[src/rtl/fprot_pkg.sv]
package fprot_pkg;

    typedef struct packed {
        logic       open;
        logic       rsv;
        logic       hi_dis;
        logic [1:0] hi_sz;
        logic       lo_dis;
        logic [1:0] lo_sz;
    } prot_t;

    typedef enum logic [1:0] {
        OP_NONE   = 2'b00,
        OP_PROG   = 2'b01,
        OP_SECT   = 2'b10,
        OP_BLOCK  = 2'b11
    } op_e;

    typedef enum logic [1:0] {
        ST_FETCH = 2'b00,
        ST_READY = 2'b01,
        ST_VIOL  = 2'b10
    } state_e;

    localparam logic [7:0] FULL_LOCK = 8'h7F;
    localparam logic [3:0] OFF_STAT  = 4'h5;
    localparam logic [3:0] OFF_PROT  = 4'h8;
    localparam int         VIOL_BIT  = 6;

endpackage

[src/rtl/fprot_span.sv]
module fprot_span #(
    parameter int                ADDR_W       = 18,
    parameter int                MIN_LOG2     = 10,
    parameter bit                TOP_ANCHORED = 1'b0,
    parameter logic [ADDR_W-1:0] BASE         = '0
) (
    input  logic [1:0]        size_code,
    input  logic [ADDR_W-1:0] addr,
    output logic              hit
);

    localparam logic [ADDR_W:0] MIN_SPAN = (ADDR_W+1)'(1) << MIN_LOG2;
    localparam logic [ADDR_W:0] SPACE    = (ADDR_W+1)'(1) << ADDR_W;

    logic [ADDR_W:0] span;
    logic [ADDR_W:0] addr_x;

    assign span   = MIN_SPAN << size_code;
    assign addr_x = {1'b0, addr};

    generate
        if (TOP_ANCHORED) begin : g_top
            // window ends at the last address of the space
            assign hit = addr_x >= (SPACE - span);
        end else begin : g_base
            logic [ADDR_W:0] base_x;
            logic [ADDR_W:0] end_x;
            assign base_x = {1'b0, BASE};
            assign end_x  = base_x + span;
            assign hit    = (addr_x >= base_x) && (addr_x < end_x);
        end
    endgenerate

endmodule

[src/rtl/fprot_decode.sv]
module fprot_decode
    import fprot_pkg::*;
#(
    parameter int                ADDR_W      = 18,
    parameter int                HI_MIN_LOG2 = 11,
    parameter int                LO_MIN_LOG2 = 10,
    parameter logic [ADDR_W-1:0] LO_BASE     = 18'h38000
) (
    input  prot_t             cfg,
    input  logic [ADDR_W-1:0] addr,
    output logic              addr_locked,
    output logic              any_locked
);

    logic hi_hit;
    logic lo_hit;
    logic in_window;

    fprot_span #(
        .ADDR_W      (ADDR_W),
        .MIN_LOG2    (HI_MIN_LOG2),
        .TOP_ANCHORED(1'b1),
        .BASE        ('0)
    ) u_hi (
        .size_code(cfg.hi_sz),
        .addr     (addr),
        .hit      (hi_hit)
    );

    fprot_span #(
        .ADDR_W      (ADDR_W),
        .MIN_LOG2    (LO_MIN_LOG2),
        .TOP_ANCHORED(1'b0),
        .BASE        (LO_BASE)
    ) u_lo (
        .size_code(cfg.lo_sz),
        .addr     (addr),
        .hit      (lo_hit)
    );

    assign in_window = (hi_hit && !cfg.hi_dis) || (lo_hit && !cfg.lo_dis);

    always_comb begin
        if (cfg.open) begin
            addr_locked = in_window;
            any_locked  = !cfg.hi_dis || !cfg.lo_dis;
        end else begin
            addr_locked = !in_window;
            // open windows never cover the whole array
            any_locked  = 1'b1;
        end
    end

endmodule

[src/rtl/fprot_grow_check.sv]
module fprot_grow_check
    import fprot_pkg::*;
(
    input  prot_t cur,
    input  prot_t cand,
    output logic  accept
);

    logic cur_hi_en, cur_lo_en, cand_hi_en, cand_lo_en;
    logic ok_hi, ok_lo;

    assign cur_hi_en  = !cur.hi_dis;
    assign cur_lo_en  = !cur.lo_dis;
    assign cand_hi_en = !cand.hi_dis;
    assign cand_lo_en = !cand.lo_dis;

    always_comb begin
        ok_hi = 1'b0;
        ok_lo = 1'b0;
        unique case ({cur.open, cand.open})
            2'b11: begin
                // locked windows must persist and not shrink
                ok_hi = !cur_hi_en || (cand_hi_en && cand.hi_sz >= cur.hi_sz);
                ok_lo = !cur_lo_en || (cand_lo_en && cand.lo_sz >= cur.lo_sz);
            end
            2'b00: begin
                // open windows may only shrink or vanish
                ok_hi = !cand_hi_en || (cur_hi_en && cand.hi_sz <= cur.hi_sz);
                ok_lo = !cand_lo_en || (cur_lo_en && cand.lo_sz <= cur.lo_sz);
            end
            2'b10: begin
                // new open windows must miss the old locked ones
                ok_hi = !(cand_hi_en && cur_hi_en);
                ok_lo = !(cand_lo_en && cur_lo_en);
            end
            default: begin
                // windows alone can never lock the full array
                ok_hi = 1'b0;
                ok_lo = 1'b0;
            end
        endcase
    end

    assign accept = ok_hi && ok_lo && (cand.rsv == cur.rsv);

endmodule

[src/rtl/fprot_ctrl.sv]
module fprot_ctrl
    import fprot_pkg::*;
#(
    parameter int                ADDR_W      = 18,
    parameter int                HI_MIN_LOG2 = 11,
    parameter int                LO_MIN_LOG2 = 10,
    parameter logic [ADDR_W-1:0] LO_BASE     = 18'h38000,
    parameter logic [ADDR_W-1:0] CFG_ADDR    = 18'h3FF0C
) (
    input  logic              clk,
    input  logic              rst_n,
    output logic              boot_rd_req,
    output logic [ADDR_W-1:0] boot_rd_addr,
    input  logic              boot_rd_valid,
    input  logic [7:0]        boot_rd_data,
    input  logic              boot_rd_dbe,
    input  logic              reg_wr_en,
    input  logic [3:0]        reg_wr_off,
    input  logic [7:0]        reg_wr_data,
    input  logic              cmd_valid,
    input  logic [1:0]        cmd_op,
    input  logic [ADDR_W-1:0] cmd_addr,
    output logic              cmd_grant,
    output logic              cmd_deny,
    output logic [7:0]        prot_q,
    output logic              viol_flag
);

    state_e state_r, state_nxt;
    prot_t  prot_r;
    prot_t  cand;
    op_e    op;

    logic addr_locked;
    logic any_locked;
    logic grow_ok;
    logic wr_prot;
    logic wr_clear;
    logic cmd_live;
    logic cmd_bad;

    assign op       = op_e'(cmd_op);
    assign wr_prot  = reg_wr_en && (reg_wr_off == OFF_PROT);
    assign wr_clear = reg_wr_en && (reg_wr_off == OFF_STAT) && reg_wr_data[VIOL_BIT];
    assign cmd_live = cmd_valid && (op != OP_NONE);
    assign cmd_bad  = (op == OP_BLOCK) ? any_locked : addr_locked;

    // candidate setting: size fields follow their current disable bits
    always_comb begin
        cand.open   = reg_wr_data[7];
        cand.rsv    = prot_r.rsv;
        cand.hi_dis = reg_wr_data[5];
        cand.hi_sz  = prot_r.hi_dis ? reg_wr_data[4:3] : prot_r.hi_sz;
        cand.lo_dis = reg_wr_data[2];
        cand.lo_sz  = prot_r.lo_dis ? reg_wr_data[1:0] : prot_r.lo_sz;
    end

    fprot_decode #(
        .ADDR_W     (ADDR_W),
        .HI_MIN_LOG2(HI_MIN_LOG2),
        .LO_MIN_LOG2(LO_MIN_LOG2),
        .LO_BASE    (LO_BASE)
    ) u_decode (
        .cfg        (prot_r),
        .addr       (cmd_addr),
        .addr_locked(addr_locked),
        .any_locked (any_locked)
    );

    fprot_grow_check u_grow (
        .cur   (prot_r),
        .cand  (cand),
        .accept(grow_ok)
    );

    // next state
    always_comb begin
        state_nxt = state_r;
        unique case (state_r)
            ST_FETCH: if (boot_rd_valid) state_nxt = ST_READY;
            ST_READY: if (cmd_live && cmd_bad) state_nxt = ST_VIOL;
            ST_VIOL:  if (wr_clear) state_nxt = ST_READY;
            default:  state_nxt = ST_FETCH;
        endcase
    end

    // state register
    always_ff @(posedge clk or negedge rst_n) begin
        if (!rst_n) state_r <= ST_FETCH;
        else        state_r <= state_nxt;
    end

    // protection setting
    always_ff @(posedge clk or negedge rst_n) begin
        if (!rst_n) begin
            prot_r <= prot_t'(FULL_LOCK);
        end else begin
            unique case (state_r)
                ST_FETCH: begin
                    if (boot_rd_valid)
                        prot_r <= boot_rd_dbe ? prot_t'(FULL_LOCK) : prot_t'(boot_rd_data);
                end
                ST_READY, ST_VIOL: begin
                    if (wr_prot && grow_ok) prot_r <= cand;
                end
                default: prot_r <= prot_r;
            endcase
        end
    end

    // command response pulses
    always_ff @(posedge clk or negedge rst_n) begin
        if (!rst_n) begin
            cmd_grant <= 1'b0;
            cmd_deny  <= 1'b0;
        end else begin
            cmd_grant <= 1'b0;
            cmd_deny  <= 1'b0;
            unique case (state_r)
                ST_READY: begin
                    cmd_grant <= cmd_live && !cmd_bad;
                    cmd_deny  <= cmd_live && cmd_bad;
                end
                ST_VIOL:  cmd_deny <= cmd_live;
                default: begin
                    cmd_grant <= 1'b0;
                    cmd_deny  <= 1'b0;
                end
            endcase
        end
    end

    assign boot_rd_req  = (state_r == ST_FETCH);
    assign boot_rd_addr = CFG_ADDR;
    assign prot_q       = prot_r;
    assign viol_flag    = (state_r == ST_VIOL);

endmodule

[config.mk]
export PLATFORM = sky130hd
export DESIGN_NAME = fprot_ctrl
export DESIGN_NICKNAME = d
export VERILOG_FILES = /design/src/rtl/fprot_pkg.sv /design/src/rtl/fprot_span.sv /design/src/rtl/fprot_decode.sv /design/src/rtl/fprot_grow_check.sv /design/src/rtl/fprot_ctrl.sv
export SDC_FILE = /design/constraint.sdc
export NUM_CORES = 1
export LEC_CHECK = 0
export ABC_AREA = 1
export BUFFER_PORTS_ARGS = -buffer_cell sky130_fd_sc_hd__clkbuf_2
export CAP_MARGIN = 20
export CORE_MARGIN = 2
export CORE_UTILIZATION = 43
export CTS_BUF_LIST = sky130_fd_sc_hd__clkbuf_4
export CTS_CLUSTER_SIZE = 25
export DETAILED_ROUTE_END_ITERATION = 6
export MAX_ROUTING_LAYER = met4
export PLACE_DENSITY = 0.89
export SETUP_SLACK_MARGIN = 0.5
export SKIP_LAST_GASP = 1
export SYNTH_ARGS = -nofsm -noshare
export SYNTH_HDL_FRONTEND = slang
export SYNTH_SLANG_ARGS = --single-unit
[constraint.sdc]
create_clock -name clk -period 2.2 [get_ports clk]
set_clock_uncertainty 0.05 [all_clocks]
set_input_delay 0.44 -clock clk [delete_from_list [all_inputs] [get_ports clk]]
set_output_delay 0.44 -clock clk [all_outputs]
set_load 0.03 [all_outputs]
=== Word level (Yosys, flattened, before mapping) ===
Index checks and enable logic that the tools add are counted.

* Bits in registers: 12
* Output and inout port bits: 30
* Word-level logic and storage cells: 88

* $add $sub $neg: 2
* Magnitude comparators: 7
* Equal/unequal tests: 11
* Shift-type cells: 2
* Multiplexer cells: 17
* Bitwise gates (word level): 1
* Reduce and logical (&&, ||, !) cells: 39

{| class="wikitable"
|+ Operator list
! cell !! number
|-
| 8-bit 2-to-1 mux || 3
|-
| 18-bit by 19-bit adder with 19-bit output (first input constant) || 1
|-
| 18-bit by 19-bit greater-or-equal comparator with 1-bit output || 1
|-
| 18-bit by 19-bit < comparator with 1-bit output || 1
|-
| 11-bit by 2-bit left shift with 19-bit output (first input constant) || 1
|-
| 12-bit by 2-bit left shift with 19-bit output (first input constant) || 1
|-
| 19-bit subtractor (first input constant) || 1
|-
| 18-bit greater-or-equal comparator (second input constant) || 1
|-
| 1-bit logical AND || 17
|-
| 8-bit case mux with 2 select lines || 1
|-
| 2-bit 2-to-1 mux || 5
|-
| 3-bit AND reduction || 3
|-
| 2-bit == test (second input constant) || 4
|-
| 1-bit zero test || 8
|-
| 1-bit logical OR || 6
|-
| 1-bit case mux with 3 select lines || 2
|-
| 2-bit case mux with 3 select lines || 1
|-
| 4-bit by 3-bit == test with 1-bit output (second input constant) || 1
|-
| 4-bit == test (second input constant) || 1
|-
| 2-bit greater-or-equal comparator || 2
|-
| 2-bit <= comparator || 2
|-
| 2-bit zero test || 2
|-
| 1-bit 2-to-1 mux || 4
|-
| 2-bit by 1-bit inequality test with 1-bit output (second input constant) || 2
|-
| 6 further kinds || 8
|}

=== Logic depth before layout (Yosys ltp) ===
Gate-level depths: netlist (run 1).

* Depth after elaboration: 12
* Depth in mapped cells: 22
* Depth with buffers taken out: 22

=== By module ===
From an unflattened synthesis (run 1), not the netlist that was laid out.

* Cells, all modules: 262
* Area total of the unflattened synthesis: 1629.1 sq um

{| class="wikitable"
|+ By module, submodules not included
! module !! instances !! cells an instance !! area each (sq um) !! seq. area each (sq um)
|-
| fprot_ctrl || 1 || 138 || 978.4 || 309.0
|-
| fprot_span (u_decode.u_hi) || 1 || 44 || 249.0 || 0.0
|-
| fprot_grow_check || 1 || 50 || 236.5 || 0.0
|-
| fprot_span (u_decode.u_lo) || 1 || 20 || 120.1 || 0.0
|-
| fprot_decode || 1 || 10 || 45.0 || 0.0
|}

=== Worst setup path before layout (run 1) ===
No wires, ideal clock.

* Path type: reg-to-reg
* Start point: register prot_r, in the netlist prot_q[3]
* End point: register state_r[1]
* Library setup time: 0.117 ns
* Data arrival time: 2.246 ns
* Setup slack: -0.213 ns
* Stages on the path, launching flop included: 19
* Clock period less this slack: 2.413 ns
* Path through: dfstp_2 > nand2_1 > ha_1 > inv_1 > ha_1 > a21oi_1 > inv_1 > nor2_2 > nor2_1 > nand2_1 > nand2_1 > nand2_1 > nand2_2 > nand3_2 > nand3_2 > nand2_2 > nand2_2 > nand2_1 > nand2_1

* Cells in the longest elaborated chain, start to end: 11

{| class="wikitable"
|+ Ends and longest elaborated chain
! element !! RTL line !! source
|-
| start, declared || fprot_ctrl.sv:30 || <nowiki>prot_t prot_r;</nowiki>
|-
| start signal, assigned || fprot_ctrl.sv:96 || <nowiki>prot_r <= prot_t'(FULL_LOCK);</nowiki>
|-
| start signal, assigned || fprot_ctrl.sv:101 || <nowiki>prot_r <= boot_rd_dbe ? prot_t'(FULL_LOCK) : prot_t'(boot_rd_data);</nowiki>
|-
| start signal, assigned || fprot_ctrl.sv:104 || <nowiki>if (wr_prot && grow_ok) prot_r <= cand;</nowiki>
|-
| 12-bit by 2-bit left shift with 19-bit output (*) || fprot_span.sv:18 || <nowiki>assign span = MIN_SPAN << size_code;</nowiki>
|-
| 19-bit subtractor (*) || fprot_span.sv:24 || <nowiki>assign hit = addr_x >= (SPACE - span);</nowiki>
|-
| 18-bit by 19-bit greater-or-equal comparator with 1-bit output (*) || fprot_span.sv:24 ||
|-
| 1-bit logical AND (*) || fprot_decode.sv:41 || <nowiki>assign in_window = (hi_hit && !cfg.hi_dis) || (lo_hit && !cfg.lo_dis);</nowiki>
|-
| 1-bit logical OR (*) || fprot_decode.sv:41 ||
|-
| 1-bit zero test || fprot_decode.sv:48 || <nowiki>addr_locked = !in_window;</nowiki>
|-
| 1-bit 2-to-1 mux (*) || fprot_decode.sv:44 || <nowiki>if (cfg.open) begin</nowiki>
|-
| 1-bit 2-to-1 mux (*) || fprot_ctrl.sv:46 || <nowiki>assign cmd_bad = (op == OP_BLOCK) ? any_locked : addr_locked;</nowiki>
|-
| 1-bit logical AND (*) || fprot_ctrl.sv:81 || <nowiki>ST_READY: if (cmd_live && cmd_bad) state_nxt = ST_VIOL;</nowiki>
|-
| 2-bit inequality test (no line) (*) || - ||
|-
| 3-bit AND reduction (no line) (*) || - ||
|-
| end signal, assigned || fprot_ctrl.sv:90 || <nowiki>else state_r <= state_nxt;</nowiki>
|-
| end, declared || fprot_ctrl.sv:29 || <nowiki>state_e state_r, state_nxt;</nowiki>
|}

Mark *: on every way between the ends. The rest lies on a longest branch, timed or not.
A chain may end at the register's enable or synchronous reset.

=== Worst setup path in the final report (run 1) ===
Ends and elaborated chain as after synthesis.

==> flow_summary.toml, run 1 <==
[run_status]
status = "finished with violations"
failed_checks = "setup timing"

[logic_synthesis]
synth_cell_type_count = 33
synth-seq-area-share = 0.201
avgSynthCellArea_um2 = 6.82
ys_ff_latch = 12
syn_inst = 226
synth_edf_count = 0
synthFlopType = "dfstp_2"
ys_warn_count = 0
syn_area_mm2 = 0.00154
async_reset_ff_frac = 1.00

[critical_path]
critical-path-slowest-cell = "dfstp_2"
r2r-end = "state_r[1]$_DFFE_PN0P_"
required_ns = 2.34
slowest_delay_ns = 0.41
r2r_slack_ns = -0.27
crit_type = "reg -> reg"
cpMostUsedCell = "nand2_1"
cp-start-kind = "flop"
reg2reg_depth = 21
reg2reg_from = "prot_q[3]$_DFFE_PN1P_"
cp.arrival_ns = 2.61
crit_path_end_kind = "flop"
critical_path.cell_chain = "or2_4, ha_4, inv_2, ha_4, nand2_4, inv_2, nand2_1, nor2_1, nand2_1, nand2_1, nand2_1, nand2_1, nand2_1, nand2_2, nand2_2, nand2_4, nand3_2, nand2_2, nand2_2, nand2_1, nand2_1"
crit_fanout = 4

[cts]
numCtsBuffers = 3
cts_tree = "done"
path_clk_slew_ns = 0.09
clock-sinks = 12
clkLatencyLatePin_ns = 0.29
cts-root-buf = "clkbuf_4"
htree_levels = 1
cts_max_path_buffers = 2

[timing]
rsz0062_at_grt = "true"
min_period_ns = 2.47
fin_ws_ns = -0.267
layout_worst_path_cycle_share = 1.12
hold_slack_ns = 0.327
setup_viol = 11
drv_slew = 0
hold_viol = 0
max_freq_mhz = 405

[power_and_ir_drop]
power.density_mw_per_mm2 = 1510
leakagePower_uw = 0.00119
power_uw = 3210
ir_drop_mv = 0.845

[die]
dieHeight_um = 63.9
std_cell_rows = 21
die_area_mm2 = 0.00408
start_util = 0.454
ios = 76
chipWidth_um = 63.9
coreArea_mm2 = 0.00339

[place]
place_area_mm2 = 0.00191
place.gp.congestion = 0.919
dp_cells = 338
portBuffers = 57
hpwlAfterDp_um = 3140

[routing]
viasPerCell = 4.92
dr.pass1.iters = 4
wl_um = 4280
dr.first_iter.drc_count = 72
num_vias = 1706
wl_per_cell_um = 12.3
drcViolationCount = 0
ant_nets = 0

[min_path]
hold_end = "prot_q[6]$_DFFE_PN1P_"
min_path_cells = 3
hp-class = "in -> reg"
hold_start = "boot_rd_valid"

[global_route]
grt_overflow_total = 0
grt_pass1_wl_um = 6740
antenna_found_initial = 0
grtUsageTotal = 0.215
grt_max_degree = 13
grt_pass1_vias = 1597

[final_layout]
nFillCells = 277
final_common_cell = "nand2_1"
multi_input_area_mm2 = 0.00114
final_cells = 347
finalNetCount = 368
layout-drive-gt1-share = 0.439
final_area_mm2 = 0.00212
seq_area_um2 = 309
final_cell_mix = "nand2_1, clkbuf_2, inv_1, conb_1, buf_4"
synthToLayoutAreaGrowth_pct = 37.6
num_antenna_cells = 0

[job]
max_cap_violations = 0
==> through the flow <==
| step | TNS [ns] | setup slack, ns | utilization |
|---|---|---|---|
| 2_1_floorplan | -0.410 | -0.168 | - |
| 3_3_place_gp | -0.341 | -0.107 | 0.564 |
| 3_5_place_dp | -0.922 | -0.214 | 0.564 |
| 4_1_cts | -0.768 | -0.166 | 0.599 |
| 5_1_grt | -3.34 | -0.459 | 0.625 |
| 6_report | -1.53 | -0.267 | 0.625 |
==> layer usage <==
| metal | vias up | GRT usage | routed length, um |
|---|---|---|---|
| li1 | 841 | - | - |
| met1 | 753 | 0.234 | 1620 |
| met2 | 92 | 0.376 | 2220 |
| met3 | 20 | 0.0317 | 304 |
| met4 | 0 | 0.114 | 137 |
| met5 | - | - | 0 |
==> cell families after synthesis <==
family,after synthesis,share of synthesized area
other,2,0.00488
muxes,1,0.00650
buffers and inverters,54,0.190
AOI/OAI and AO/OA,40,0.154
DFF,12,0.201
and+or+nand+nor,97,0.281
adders and majority gates,20,0.162
==> worst max path at each step <==
stage | start | slack (ns) | to | cells after the start
final | prot_q[3]$_DFFE_PN1P_ | -0.27 | state_r[1]$_DFFE_PN0P_ | 21
after floorplan | prot_q[3]$_DFFE_PN1P_ | -0.17 | state_r[1]$_DFFE_PN0P_ | 21
after global routing | prot_q[3]$_DFFE_PN1P_ | -0.46 | state_r[1]$_DFFE_PN0P_ | 21
after CTS | prot_q[3]$_DFFE_PN1P_ | -0.17 | state_r[1]$_DFFE_PN0P_ | 21
after global placement | prot_q[4]$_DFFE_PN1P_ | -0.11 | state_r[1]$_DFFE_PN0P_ | 21
after detailed placement | prot_q[4]$_DFFE_PN1P_ | -0.21 | state_r[1]$_DFFE_PN0P_ | 21
==> synth_stat cells, types with 2 or more instances <==
master,n,area share
a21oi_1,6,0.019
buf_4,18,0.088
conb_1,2,0.0049
dfrtp_1,5,0.081
dfstp_2,7,0.12
ha_1,20,0.16
inv_1,27,0.066
inv_2,6,0.015
nand2_1,58,0.14
nand2_2,6,0.024
nand3_1,7,0.023
nand3_2,2,0.013
nand4_1,2,0.0081
nor2_1,14,0.034
nor4_1,2,0.0081
o21ai_0,8,0.026
o21ai_1,16,0.052
o22ai_1,4,0.016
or2_2,2,0.0081
==> critical path, delay by kind of cell (launching register included) <==
kind | cells | cell delay, ns
and+or+nand+nor | 17 | 1.28
adders and majority gates | 2 | 0.53
DFF | 1 | 0.41
buffers and inverters | 2 | 0.08
==> repair_timing <==
item | 4_1_cts | 5_1_grt
pin swaps | 5 | 8
hold endpoints to repair | 5 | 0
setup endpoints to repair | 14 | 17
hold buffers | 1 | 0
setup buffers | 1 | 3
resized for setup | 18 | 23
==> where the power goes <==
part,leakage (uW),internal [uW],switching (uW),total (uW)
clock,0.0000154,66.1,95.3,161
sequential,0.000139,375,101,476
combinational,0.00104,1080,1480,2570
total,0.00119,1520,1680,3210
==> sequential cells by signal, indices dropped and copies added, names as in the netlist <==
| name | cells |
|---|---|
| prot_q | 8 |
| state_r | 2 |
| cmd_deny | 1 |
| cmd_grant | 1 |
==> final cells by class <==
type                            count  share of cell area
Multi-Input combinational cell    177               0.537
Inverter                           34              0.0679
Sequential cell                    12               0.146
Timing Repair Buffer               74               0.210
Clock inverter                      1             0.00177
Clock buffer                        3              0.0106
Tap cell                           46              0.0272
(Power assumes the default switching activity.)
==> run 2: changes to the inputs <==
- CORE_UTILIZATION: 43 -> 45
- clock period: 2.2 -> 3 ns (I/O delays scaled with it)
==> run 2 against run 1 <==
  * The run now ends clean
  * Design area fell by 11%
  * Sequential power fell by 19%
  * Global-route usage fell by 2.4 points
  * Non-clock buffer count fell by 16
  * Fmax fell by 0.56%
  * Count of clock-buffer cells in the layout did not move
  * Die area fell by 4.2%
  * Power fell by 39%
  * Critical endpoint is now state_r[0]$_DFFE_PN0P_
  * Highest routed layer unchanged
==> flow_summary.toml, run 2 (synthesis results as in run 1) <==
[timing]
hold_viol = 0
drv_slew = 0
setup_viol = 0
min_period_ns = 2.48
layout_worst_path_cycle_share = 0.827
rsz0062_at_grt = "true"
max_freq_mhz = 403
setup_tns_ns = 0

[critical_path]
crit_type = "reg -> reg"
cp.arrival_ns = 2.60
startpoint = "prot_q[3]$_DFFE_PN1P_"
cp-start-kind = "flop"
crit_fanout = 7
reg2reg_from = "prot_q[3]$_DFFE_PN1P_"
required_ns = 3.12
crit_path_end_kind = "flop"

[cts]
cts_tree = "done"
htree_levels = 1
cts-root-buf = "clkbuf_4"
clkLatencyLatePin_ns = 0.27
path_clk_slew_ns = 0.07
cts_max_path_buffers = 2
clock-sinks = 12
numCtsBuffers = 3

[power_and_ir_drop]
clkPwrFrac = 0.052
power_uw = 1950
power.switching_uw = 1080
p_comb_frac = 0.752
power.density_mw_per_mm2 = 1040
sw_frac_of_total = 0.551
leakagePower_uw = 0.00110
internal-power_uw = 877
p_seq_frac = 0.196
ir_drop_mv = 0.583

[routing]
num_vias = 1576
wl_per_cell_um = 10.9
ant_nets = 0
dr.first_iter.drc_count = 42
viasPerCell = 4.75
dr.pass1.iters = 4
drcViolationCount = 0
wl_um = 3620

[global_route]
antenna_found_initial = 0
grtUsageTotal = 0.191
grt_pass1_wl_um = 6000
grt_max_degree = 15
grt_pass1_vias = 1467
grt_overflow_total = 0

[die]
dieHeight_um = 62.5
std_cell_rows = 21
chipWidth_um = 62.5
start_util = 0.465
coreArea_mm2 = 0.00331
die_area_mm2 = 0.00391
ios = 76

[final_layout]
final_common_cell = "clkbuf_2"
layout-drive-gt1-share = 0.353
finalNetCount = 353
largest_reg_flops = 8
synthToLayoutAreaGrowth_pct = 22.2
final_cell_mix = "clkbuf_2, nand2_1, inv_1, conb_1, ha_1"
num_antenna_cells = 0

[place]
hpwlAfterDp_um = 2930
portBuffers = 57
place.gp.congestion = 0.861

[min_path]
hp-class = "in -> async"

[job]
max_cap_violations = 0

[run_status]
status = "complete, no violations"
[run 2: area by class of cell]
cell class	instances	area, um^2
fillers	317	1430
multi-input cells	178	1050
flip-flops and latches	12	309
repair buffers	58	293
inverters	34	141
well taps	46	57.6
clock buffers	3	22.5
clock inverters	1	3.75
[run 2: final timing paths]
path	slack (ns)	endpoint	depth (start not counted)
setup / recovery	0.52	state_r[0]$_DFFE_PN0P_	21
hold / removal	0.14	state_r[1]$_DFFE_PN0P_	1
setup reg to reg	0.52	state_r[0]$_DFFE_PN0P_	21
hold reg to reg	0.42	prot_q[6]$_DFFE_PN1P_	2
max in group asynchronous	2.48	prot_q[4]$_DFFE_PN1P_	1
min in group clk	0.42	prot_q[6]$_DFFE_PN1P_	2
[run 2: critical path, stage by stage (launching register included)]
cell and delay, ns:
dfstp_2 0.61, nand2_2 0.10, ha_4 0.28, inv_2 0.04
ha_4 0.25, nand2_2 0.04, inv_1 0.05, nand2_1 0.05
nor2_1 0.09, nand2_1 0.06, nand2_1 0.05, nand2_1 0.05
nand2_1 0.07, nand2_1 0.07, nand2_2 0.09, nand2_2 0.06
nand2_4 0.07, nand3_2 0.06, nand2_2 0.08, nand2_2 0.06
nand2_1 0.06, nand2_1 0.05
[run 2: metal layers]
layer / routed length [um] / track usage / up-vias
met3: 191 / 0.0360 / 10
li1: - / - / 813
met4: 65 / 0.0444 / 0
met2: 1820 / 0.332 / 51
met5: 0 / - / -
met1: 1550 / 0.229 / 702
[run 2: power by group through the flow]
stage,logic [uW],registers [uW],clock network [uW]
2_1_floorplan,977,466,0
3_3_place_gp,1290,380,0
3_5_place_dp,1340,381,0
4_1_cts,1360,377,106
5_1_grt,1670,393,118
6_report,1470,384,102
[run 2: through the flow]
stage	hold WS, ns	setup slack, ns	instances	cell area, um^2	util
3_3_place_gp	0.409	0.533	326	1800	0.542
4_1_cts	0.141	0.503	331	1830	0.553
2_1_floorplan	0.254	0.587	243	1600	-
6_report	0.143	0.519	332	1880	0.568
5_1_grt	0.133	0.334	332	1880	0.568
3_5_place_dp	0.418	0.495	326	1800	0.542
[run 2: timing repair]
item | CTS | global route
pin swaps | 0 | 9
setup endpoints to repair | 2 | 10
gates resized for setup | 1 | 12
cloned | 0 | 1
hold buffers | 0 | 0
buffers inserted | 1 | 0
==> run 3: changes to the inputs <==
- clock period: 3 -> 2.6 ns (I/O delays scaled with it)
==> run 3 against run 2 <==
  * Hold slack lost 0.090 ns
  * Worst setup slack got worse by 0.37 ns
  * Via count rose by 3.7%
  * Critical endpoint is now prot_q[7]$_DFFE_PN0P_
  * Wire length rose by 11%
  * Final cell count is 1.8% higher
  * Core utilization increased by 3.7 points
  * Highest routed layer unchanged
==> flow_summary.toml, run 3 (synthesis results as in run 1) <==
[power_and_ir_drop]
p_comb_frac = 0.772
ir_drop_mv = 0.619
sw_frac_of_total = 0.554
power.density_mw_per_mm2 = 1260
p_seq_frac = 0.177
clkPwrFrac = 0.051
leakagePower_uw = 0.00113
internal-power_uw = 1120
power.switching_uw = 1390

[min_path]
hp-class = "in -> async"

[place]
dp_cells = 326
portBuffers = 57
place.gp.congestion = 0.869
hpwlAfterDp_um = 2840

[cts]
cts_hold_buf = 0
clkLatencyLatePin_ns = 0.29
cts_max_path_buffers = 2
path_clk_slew_ns = 0.09
clock-sinks = 12
htree_levels = 1
cts_tree = "done"
cts-root-buf = "clkbuf_4"
numCtsBuffers = 3

[routing]
wl_um = 4040
dr.first_iter.drc_count = 90
ant_nets = 0
dr.pass1.iters = 5
wl_per_cell_um = 11.9
drcViolationCount = 0
num_vias = 1634
viasPerCell = 4.83

[global_route]
grt_pass1_vias = 1495
grt_pass1_wl_um = 6260
grtUsageTotal = 0.199
antenna_found_initial = 0
grt_max_degree = 13
grt_overflow_total = 0

[final_layout]
multi_input_area_mm2 = 0.00113
layout-drive-gt1-share = 0.435
final_cells = 338
seq_area_um2 = 309
synthToLayoutAreaGrowth_pct = 30.1
final_cell_mix = "clkbuf_2, nand2_1, inv_1, conb_1, ha_1"
final_common_cell = "clkbuf_2"
nFillCells = 309
finalNetCount = 359
num_antenna_cells = 0
largest_reg_flops = 8

[timing]
hold_viol = 0
hold_slack_ns = 0.0524
drv_slew = 0
max_freq_mhz = 408
rsz0062_at_grt = "true"
slew_headroom = 0.671
min_period_ns = 2.45
setup_viol = 0
layout_worst_path_cycle_share = 0.942
worst_pin_slew_ns = 0.489
setup_tns_ns = 0

[die]
die_area_mm2 = 0.00391
ios = 76
dieHeight_um = 62.5
chipWidth_um = 62.5
std_cell_rows = 21
start_util = 0.465
coreArea_mm2 = 0.00331

[critical_path]
required_ns = 2.72
crit_path_end_kind = "flop"
cp.arrival_ns = 2.57
critical_path.cell_chain = "buf_4, buf_4, mux2i_2, ha_1, nand2_1, inv_1, nor2_1, o21ai_1, nand2_1, nand3_2, nand3_2, o21ai_2, nand2_2, nand2_1, o21ai_1"
crit_fanout = 7
crit_cells = 15
crit_type = "reg -> reg"
cp-start-kind = "flop"
slowest_delay_ns = 0.58
reg2reg_depth = 15
cp.buffers_inverters = 3
critical-path-slowest-cell = "dfstp_2"
critPathTopFamily = "simple AND/OR/NAND/NOR gates"
cpMostUsedCell = "nand2_1"

[run_status]
status = "complete, no violations"

[job]
max_cap_violations = 0
==> run 3: power by group through the flow <==
stage / registers [uW] / logic (uW) / clock network (uW)
after floorplan: 545 / 1180 / 0
after global placement: 441 / 1530 / 0
after detailed placement: 446 / 1570 / 0
after CTS: 438 / 1770 / 129
after global routing: 458 / 2160 / 143
final: 445 / 1940 / 129
==> run 3: metal layers <==
metal / vias up / global-route usage / wire (um)
met5: - / - / 0
met4: 0 / 0.0528 / 68
met3: 10 / 0.0396 / 258
met2: 72 / 0.339 / 2020
met1: 724 / 0.240 / 1690
li1: 828 / - / -
==> run 3: worst register-to-register path, cell delays in order, from the launching register on <==
cell,delay (ns)
dfstp_2,0.58
buf_4,0.12
buf_4,0.11
mux2i_2,0.07
ha_1,0.28
nand2_1,0.06
inv_1,0.05
nor2_1,0.04
o21ai_1,0.13
nand2_1,0.09
nand3_2,0.09
nand3_2,0.08
o21ai_2,0.23
nand2_2,0.18
nand2_1,0.10
o21ai_1,0.06
==> run 3: area by class of cell <==
| type | count | area share |
|---|---|---|
| clock inverter | 1 | 0.00187 |
| timing repair buffer | 64 | 0.169 |
| clock buffer | 3 | 0.0112 |
| sequential | 12 | 0.154 |
| inverter | 34 | 0.0706 |
| tap | 46 | 0.0287 |
| multi-input combinational | 178 | 0.565 |
==> run 3: path summary, 6_finish.rpt <==
| check | endpoint | slack, ns | from |
|---|---|---|---|
| worst max register to register | prot_q[7]$_DFFE_PN0P_ | 0.15 | prot_q[3]$_DFFE_PN1P_ |
| worst min register to register | prot_q[6]$_DFFE_PN1P_ | 0.42 | prot_q[6]$_DFFE_PN1P_ |
| worst max-delay path | prot_q[7]$_DFFE_PN0P_ | 0.15 | prot_q[3]$_DFFE_PN1P_ |
| max in group asynchronous | prot_q[1]$_DFFE_PN1P_ | 2.13 | rst_n |
| worst min-delay path | cmd_deny$_DFF_PN0_ | 0.05 | rst_n |
| min in group clk | prot_q[6]$_DFFE_PN1P_ | 0.42 | prot_q[6]$_DFFE_PN1P_ |
==> run 3: repair_timing <==
item                       in CTS  in global routing
pin swaps                      12                 12
setup endpoints to repair      11                 11
buffers inserted                3                  4
resized for setup              15                 10
cloned                          1                  0
==> run 3: stage by stage <==
step,power (uW),worst slack [ns],area [um^2],util
2_1_floorplan,1730,0.232,1640,-
3_3_place_gp,1970,0.179,1820,0.550
3_5_place_dp,2020,0.156,1820,0.550
4_1_cts,2330,0.210,1940,0.585
5_1_grt,2760,-0.0360,2000,0.605
6_report,2520,0.151,2000,0.605
